## config.mk

```make
export PLATFORM = sky130hd
export DESIGN_NAME = twi_start_hold
export DESIGN_NICKNAME = d
export VERILOG_FILES = /design/src/rtl/twi_pkg.sv /design/src/rtl/twi_line_sampler.sv /design/src/rtl/twi_shift_count.sv /design/src/rtl/twi_hold_ctrl.sv /design/src/rtl/twi_start_hold.sv
export SDC_FILE = /design/constraint.sdc
export NUM_CORES = 1
export LEC_CHECK = 0
export BUFFER_PORTS_ARGS = -buffer_cell sky130_fd_sc_hd__buf_2
export CAP_MARGIN = 20
export CORE_UTILIZATION = 49
export CTS_CLUSTER_SIZE = 20
export DETAILED_ROUTE_END_ITERATION = 10
export GPL_TIMING_DRIVEN = 0
export PLACE_DENSITY = 0.81
export SYNTH_ARGS = -nofsm -noshare
export SYNTH_HDL_FRONTEND = slang
export SYNTH_HIERARCHICAL = 1
export SYNTH_SLANG_ARGS = --single-unit
```

## constraint.sdc

```tcl
create_clock -name clk -period 4.35 [get_ports clk]
set_input_delay 0.87 -clock clk [delete_from_list [all_inputs] [get_ports clk]]
set_output_delay 0.87 -clock clk [all_outputs]
set_load 0.02 [all_outputs]
```

## src/rtl/twi_pkg.sv

```systemverilog
package twi_pkg;

  typedef struct packed {
    logic start;
    logic stop;
    logic ovf;
  } twi_flags_t;

  typedef struct packed {
    logic rise;
    logic fall;
    logic start;
    logic stop;
  } twi_evt_t;

endpackage

```

## src/rtl/twi_line_sampler.sv

```systemverilog
module twi_line_sampler
  import twi_pkg::*;
#(
  parameter int SDA_DLY = 3
) (
  input  logic     clk,
  input  logic     rst_n,
  input  logic     en,
  input  logic     scl_in,
  input  logic     sda_in,
  output twi_evt_t evt
);

  logic [SDA_DLY-1:0] sda_pipe;
  logic               sda_cur;
  logic               sda_prev;
  logic               scl_prev;

  generate
    if (SDA_DLY == 1) begin : g_one
      always_ff @(posedge clk or negedge rst_n) begin
        if (!rst_n) sda_pipe <= '1;
        else        sda_pipe <= sda_in;
      end
    end else begin : g_many
      always_ff @(posedge clk or negedge rst_n) begin
        if (!rst_n) sda_pipe <= '1;
        else        sda_pipe <= {sda_pipe[SDA_DLY-2:0], sda_in};
      end
    end
  endgenerate

  assign sda_cur = sda_pipe[SDA_DLY-1];

  always_ff @(posedge clk or negedge rst_n) begin
    if (!rst_n) begin
      sda_prev <= 1'b1;
      scl_prev <= 1'b1;
    end else begin
      sda_prev <= sda_cur;
      scl_prev <= scl_in;
    end
  end

  always_comb begin
    evt.rise  = en &  scl_in & ~scl_prev;
    evt.fall  = en & ~scl_in &  scl_prev;
    evt.start = en &  scl_in &  sda_prev & ~sda_cur;
    evt.stop  = en &  scl_in & ~sda_prev &  sda_cur;
  end

endmodule

```

## src/rtl/twi_shift_count.sv

```systemverilog
module twi_shift_count #(
  parameter int DATA_W = 8,
  parameter int CNT_W  = 4
) (
  input  logic              clk,
  input  logic              rst_n,
  input  logic              scl_rise,
  input  logic              scl_fall,
  input  logic              sda_in,
  input  logic              dr_wr,
  input  logic [DATA_W-1:0] dr_wdata,
  input  logic              cnt_wr,
  input  logic [CNT_W-1:0]  cnt_wdata,
  output logic [DATA_W-1:0] sr,
  output logic [CNT_W-1:0]  cnt,
  output logic              ovf_evt
);

  localparam logic [CNT_W-1:0] CNT_ONE = {{(CNT_W-1){1'b0}}, 1'b1};

  function automatic logic [CNT_W-1:0] cnt_step(input logic [CNT_W-1:0] c);
    return c + CNT_ONE;
  endfunction

  function automatic logic cnt_last(input logic [CNT_W-1:0] c);
    return &c;
  endfunction

  function automatic logic [DATA_W-1:0] shl_in(input logic [DATA_W-1:0] d, input logic b);
    return {d[DATA_W-2:0], b};
  endfunction

  logic bit_q;
  logic edge_any;

  assign edge_any = scl_rise | scl_fall;
  assign ovf_evt  = edge_any & ~cnt_wr & cnt_last(cnt);

  always_ff @(posedge clk or negedge rst_n) begin
    if (!rst_n)        cnt <= '0;
    else if (cnt_wr)   cnt <= cnt_wdata;
    else if (edge_any) cnt <= cnt_step(cnt);
  end

  always_ff @(posedge clk or negedge rst_n) begin
    if (!rst_n)        bit_q <= 1'b1;
    else if (scl_rise) bit_q <= sda_in;
  end

  always_ff @(posedge clk or negedge rst_n) begin
    if (!rst_n)        sr <= '1;
    else if (dr_wr)    sr <= dr_wdata;
    else if (scl_fall) sr <= shl_in(sr, bit_q);
  end


  cnt_wrap_chk: assert property (@(posedge clk) disable iff (!rst_n)
    ovf_evt |=> cnt == '0);


  shift_move_chk: assert property (@(posedge clk) disable iff (!rst_n)
    (scl_fall && !dr_wr) |=> sr[DATA_W-1:1] == $past(sr[DATA_W-2:0]));


  cnt_wr_wins_chk: assert property (@(posedge clk) disable iff (!rst_n)
    cnt_wr |=> cnt == $past(cnt_wdata));

endmodule

```

## src/rtl/twi_hold_ctrl.sv

```systemverilog
module twi_hold_ctrl
  import twi_pkg::*;
(
  input  logic       clk,
  input  logic       rst_n,
  input  twi_evt_t   evt,
  input  logic       ovf_evt,
  input  logic       clr_start,
  input  logic       clr_stop,
  input  logic       clr_ovf,
  output twi_flags_t flags,
  output logic       hold
);

  logic hold_set;
  logic hold_free;

  assign hold_set  = (evt.fall & flags.start) | ovf_evt;
  assign hold_free = ~flags.start & ~flags.ovf;

  always_ff @(posedge clk or negedge rst_n) begin
    if (!rst_n) begin
      flags <= '0;
    end else begin
      flags.start <= evt.start | (flags.start & ~clr_start);
      flags.stop  <= evt.stop  | (flags.stop  & ~clr_stop);
      flags.ovf   <= ovf_evt   | (flags.ovf   & ~clr_ovf);
    end
  end

  always_ff @(posedge clk or negedge rst_n) begin
    if (!rst_n)         hold <= 1'b0;
    else if (hold_set)  hold <= 1'b1;
    else if (hold_free) hold <= 1'b0;
  end


  hold_after_start_chk: assert property (@(posedge clk) disable iff (!rst_n)
    (evt.fall && flags.start) |=> hold);


  hold_release_chk: assert property (@(posedge clk) disable iff (!rst_n)
    $fell(hold) |-> $past(!flags.start && !flags.ovf));


  start_set_wins_chk: assert property (@(posedge clk) disable iff (!rst_n)
    evt.start |=> flags.start);


  ovf_hold_chk: assert property (@(posedge clk) disable iff (!rst_n)
    ovf_evt |=> (hold && flags.ovf));

endmodule

```

## src/rtl/twi_start_hold.sv

```systemverilog
module twi_start_hold
  import twi_pkg::*;
#(
  parameter int SDA_DLY = 3,
  parameter int DATA_W  = 8,
  parameter int CNT_W   = 4
) (
  input  logic              clk,
  input  logic              rst_n,
  input  logic              twi_en,
  input  logic              scl_in,
  input  logic              sda_in,
  input  logic              sda_oe,
  input  logic              dr_wr,
  input  logic [DATA_W-1:0] dr_wdata,
  input  logic              cnt_wr,
  input  logic [CNT_W-1:0]  cnt_wdata,
  input  logic              clr_start,
  input  logic              clr_stop,
  input  logic              clr_ovf,
  output logic              scl_pd,
  output logic              sda_pd,
  output logic [DATA_W-1:0] dr_rdata,
  output logic [CNT_W-1:0]  cnt_val,
  output logic              start_flag,
  output logic              stop_flag,
  output logic              ovf_flag
);

  twi_evt_t   evt;
  twi_flags_t flags;
  logic       ovf_evt;
  logic       hold;

  twi_line_sampler #(.SDA_DLY(SDA_DLY)) u_line (
    .clk    (clk),
    .rst_n  (rst_n),
    .en     (twi_en),
    .scl_in (scl_in),
    .sda_in (sda_in),
    .evt    (evt)
  );

  twi_shift_count #(.DATA_W(DATA_W), .CNT_W(CNT_W)) u_sc (
    .clk       (clk),
    .rst_n     (rst_n),
    .scl_rise  (evt.rise),
    .scl_fall  (evt.fall),
    .sda_in    (sda_in),
    .dr_wr     (dr_wr),
    .dr_wdata  (dr_wdata),
    .cnt_wr    (cnt_wr),
    .cnt_wdata (cnt_wdata),
    .sr        (dr_rdata),
    .cnt       (cnt_val),
    .ovf_evt   (ovf_evt)
  );

  twi_hold_ctrl u_hold (
    .clk       (clk),
    .rst_n     (rst_n),
    .evt       (evt),
    .ovf_evt   (ovf_evt),
    .clr_start (clr_start),
    .clr_stop  (clr_stop),
    .clr_ovf   (clr_ovf),
    .flags     (flags),
    .hold      (hold)
  );

  assign scl_pd     = hold;
  assign sda_pd     = sda_oe & ~dr_rdata[DATA_W-1];
  assign start_flag = flags.start;
  assign stop_flag  = flags.stop;
  assign ovf_flag   = flags.ovf;


  sda_release_chk: assert property (@(posedge clk) disable iff (!rst_n)
    !sda_oe |-> !sda_pd);


  idle_cnt_chk: assert property (@(posedge clk) disable iff (!rst_n)
    (!twi_en && !cnt_wr) |=> $stable(cnt_val));

endmodule

```

==> results.toml <==
[outcome]
outcome = "finished, final reports clean"

[routing]
dr.first_iter.drc_count = 12
post-route-drc-count = 0
dr.pass1.iters = 4
vias = 737
antenna_left = 0
post_drt_wl_per_cell_um = 11.8
wl_mm = 1.75
via_per_inst = 4.98

[floorplan]
core_mm2 = 0.00178
rows = 15
die_h_um = 46.5
pin_count = 40
start_util_pct = 54.5
fp.dieW_um = 46.5
dieArea_mm2 = 0.00216

[placement]
place_area_mm2 = 0.00119
port_buffers = 38
place.gp.congestion = 0.715
hpwl_mm = 1.29

[clock_tree]
path_clk_slew_ps = 120
h-tree-depth = 1
post_cts_resized = 0
root_buffer = "clkbuf_4"
cts_tree = "done"
clk_path_buf_depth = 2
clk-insertion-delay-late_ps = 300
clkSinkCount = 22
cts_buffers = 3
post_cts_buffers = 0
cts_hold_buf = 0

[yosys]
synth-seq-area-share_pct = 58.5
synth_top_area_share_pct = 37.9
synth.most_common_cell = "dfstp_2"
syn_nets = 105
synth-edff-count = 0
synthesis.area_um2 = 971
ys_ff_latch = 22
yosys-top-cells-area = "dfstp_2, dfrtp_1, mux2i_1"
yosys.area.top_type = "dfstp_2"
synth_common_cells = "dfstp_2, nand2_1, o21ai_0, mux2i_1, dfrtp_1"
ys_types = 22
netlist_instances = 81
syn_area_per_cell_um2 = 12.0
synth_ff_type = "dfstp_2"
yosysWarnings = 6
ys_async_sr_fraction_pct = 100

[hold_path]
hold_path.class = "flip-flop to flip-flop"

[sta]
rsz0062_at_grt = "false"
relSlewSlack_pct = 69.1
finalCriticalPeriod_ps = 2090
setup_viol = 0
skew_ps = 1.86
drv_slew = 0
fin_setup_tns_ps = 0
tightestPinTransition_ps = 464
fmax_mhz = 478
period_share_pct = 48.1
hold_violations = 0

[cells_and_area]
utilization_pct = 69.8
area_growth_pct = 28.2
drive_above_1_share_pct = 52.0
n_antenna_cell = 0
fin_nets = 148
design_area_mm2 = 0.00124

[power]
power.density_mw_per_mm2 = 383
power_frac_comb_pct = 16.6
finalPower_mw = 0.477
power_switching_mw = 0.119
p_int_mw = 0.358
p_sw_share_pct = 25.0
seqPwrFrac_pct = 51.3
ir_drop_mv = 0.379
leakage_nw = 0.624
pwr-share-clk_pct = 32.0

[critical_path]
cp.required_ps = 3480
critPathKind = "input port to output pin"
cp.buffers_inverters = 2
crit_fanout = 1
critical_path.top_delay_family = "buffers and inverters"
cp.arrival_ps = 1220
crit_slowest_cell = "buf_2"
cpPeakStageDelay_ps = 150
cpMostUsedCell = "buf_2"
worstPathCellList = "buf_2 -> nor2b_4 -> buf_2"
start_kind = "input port"
crit_path_end_kind = "output pin"

[job]
max_cap_viol_count = 0

[global_routing]
grt_usage_pct = 18.4
grt_pass1_vias = 653
grt_pass1_wl_mm = 2.71
grt_overflow_total = 0
antenna_found_initial = 0
grt_max_degree = 23
## power by group through the flow
stage	Sequential [mW]	Combinational, mW	Clock (mW)
final	0.245	0.0793	0.153
after global routing	0.248	0.0883	0.163
after CTS	0.245	0.0802	0.157
after detailed placement	0.248	0.0800	0
after global placement	0.247	0.0781	0
after floorplan	0.263	0.0304	0
## placed cells by master (no fill, tap or decap)
cell type,instances
buf_2,38
dfstp_2,14
o21ai_0,12
nand2_1,12
mux2i_1,9
dfrtp_1,8
clkbuf_4,3
inv_1,3
a21o_1,2
nor3_1,2
nor2_1,2
and4b_1,2
and3b_2,2
mux2_2,2
xor2_1,2
nor2b_4,1
bufinv_16,1
a211oi_2,1
a21o_2,1
buf_1,1
buf_6,1
clkbuf_1,1
o2111ai_1,1
xnor2_1,1
ha_1,1
## per-stage QoR
| stage | cells | hold slack (ps) | worst slack, ps |
|---|---|---|---|
| 2_1_floorplan | 81 | 345 | 2410 |
| 3_3_place_gp | 144 | 346 | 2160 |
| 3_5_place_dp | 144 | 357 | 2160 |
| 4_1_cts | 148 | 371 | 2260 |
| 5_1_grt | 148 | 368 | 2250 |
| 6_report | 148 | 371 | 2260 |
## sequential cells by signal, summed over array words and instances, names as in the netlist
register         flops
u_hold/hold          1
u_line/sda_pipe      3
u_sc/sr              8
u_hold/flags         3
u_line/sda_prev      1
u_sc/cnt             4
u_line/scl_prev      1
u_sc/bit_q           1
## layer usage
layer  GRT usage, %  share of wire, %  vias to the layer above
met4           7.06              0.86                        0
met1           22.7                47                      344
li1               -                 -                      361
met3           6.27               6.5                        2
met2           29.4                45                       30
met5              0                 0                        -
## final timing paths
path	end	cells past startpoint	startpoint	slack, ps
worst min register to register	u_line/sda_pipe[2]	0	u_line/sda_pipe[1]	370
worst max register to register	u_hold/hold	6	u_line/scl_prev	2700
min in group asynchronous	u_sc/cnt[2]	1	rst_n	500
worst max-delay path	sda_pd	3	sda_oe	2260
worst min-delay path	u_line/sda_pipe[2]	0	u_line/sda_pipe[1]	370
max in group asynchronous	u_sc/bit_q	1	rst_n	3510
## final cells by class
| type | instances | area, um2 |
|---|---|---|
| Clock inverter | 1 | 30.0 |
| Sequential cell | 22 | 568 |
| Multi-Input combinational cell | 53 | 373 |
| Clock buffer | 3 | 22.5 |
| Buffer | 3 | 18.8 |
| Tap cell | 25 | 31.3 |
| Timing Repair Buffer | 38 | 190 |
| Inverter | 3 | 11.3 |
| Fill cell | 129 | 538 |
## kinds of logic (layout without fill, tap and decap cells)
logic type               after synthesis  in the layout  synth area share (%)
AND/OR/NAND/NOR                       21             21                  12.0
buffers and inverters                  6             48                  3.09
flip-flops                            22             22                  58.5
multiplexers                          11             11                  11.6
XOR/XNOR                               3              3                  2.71
AO/OA/AOI/OAI                         17             17                  10.8
adder cells (fa/ha/maj)                1              1                  1.29
(Power assumes the default switching activity.)
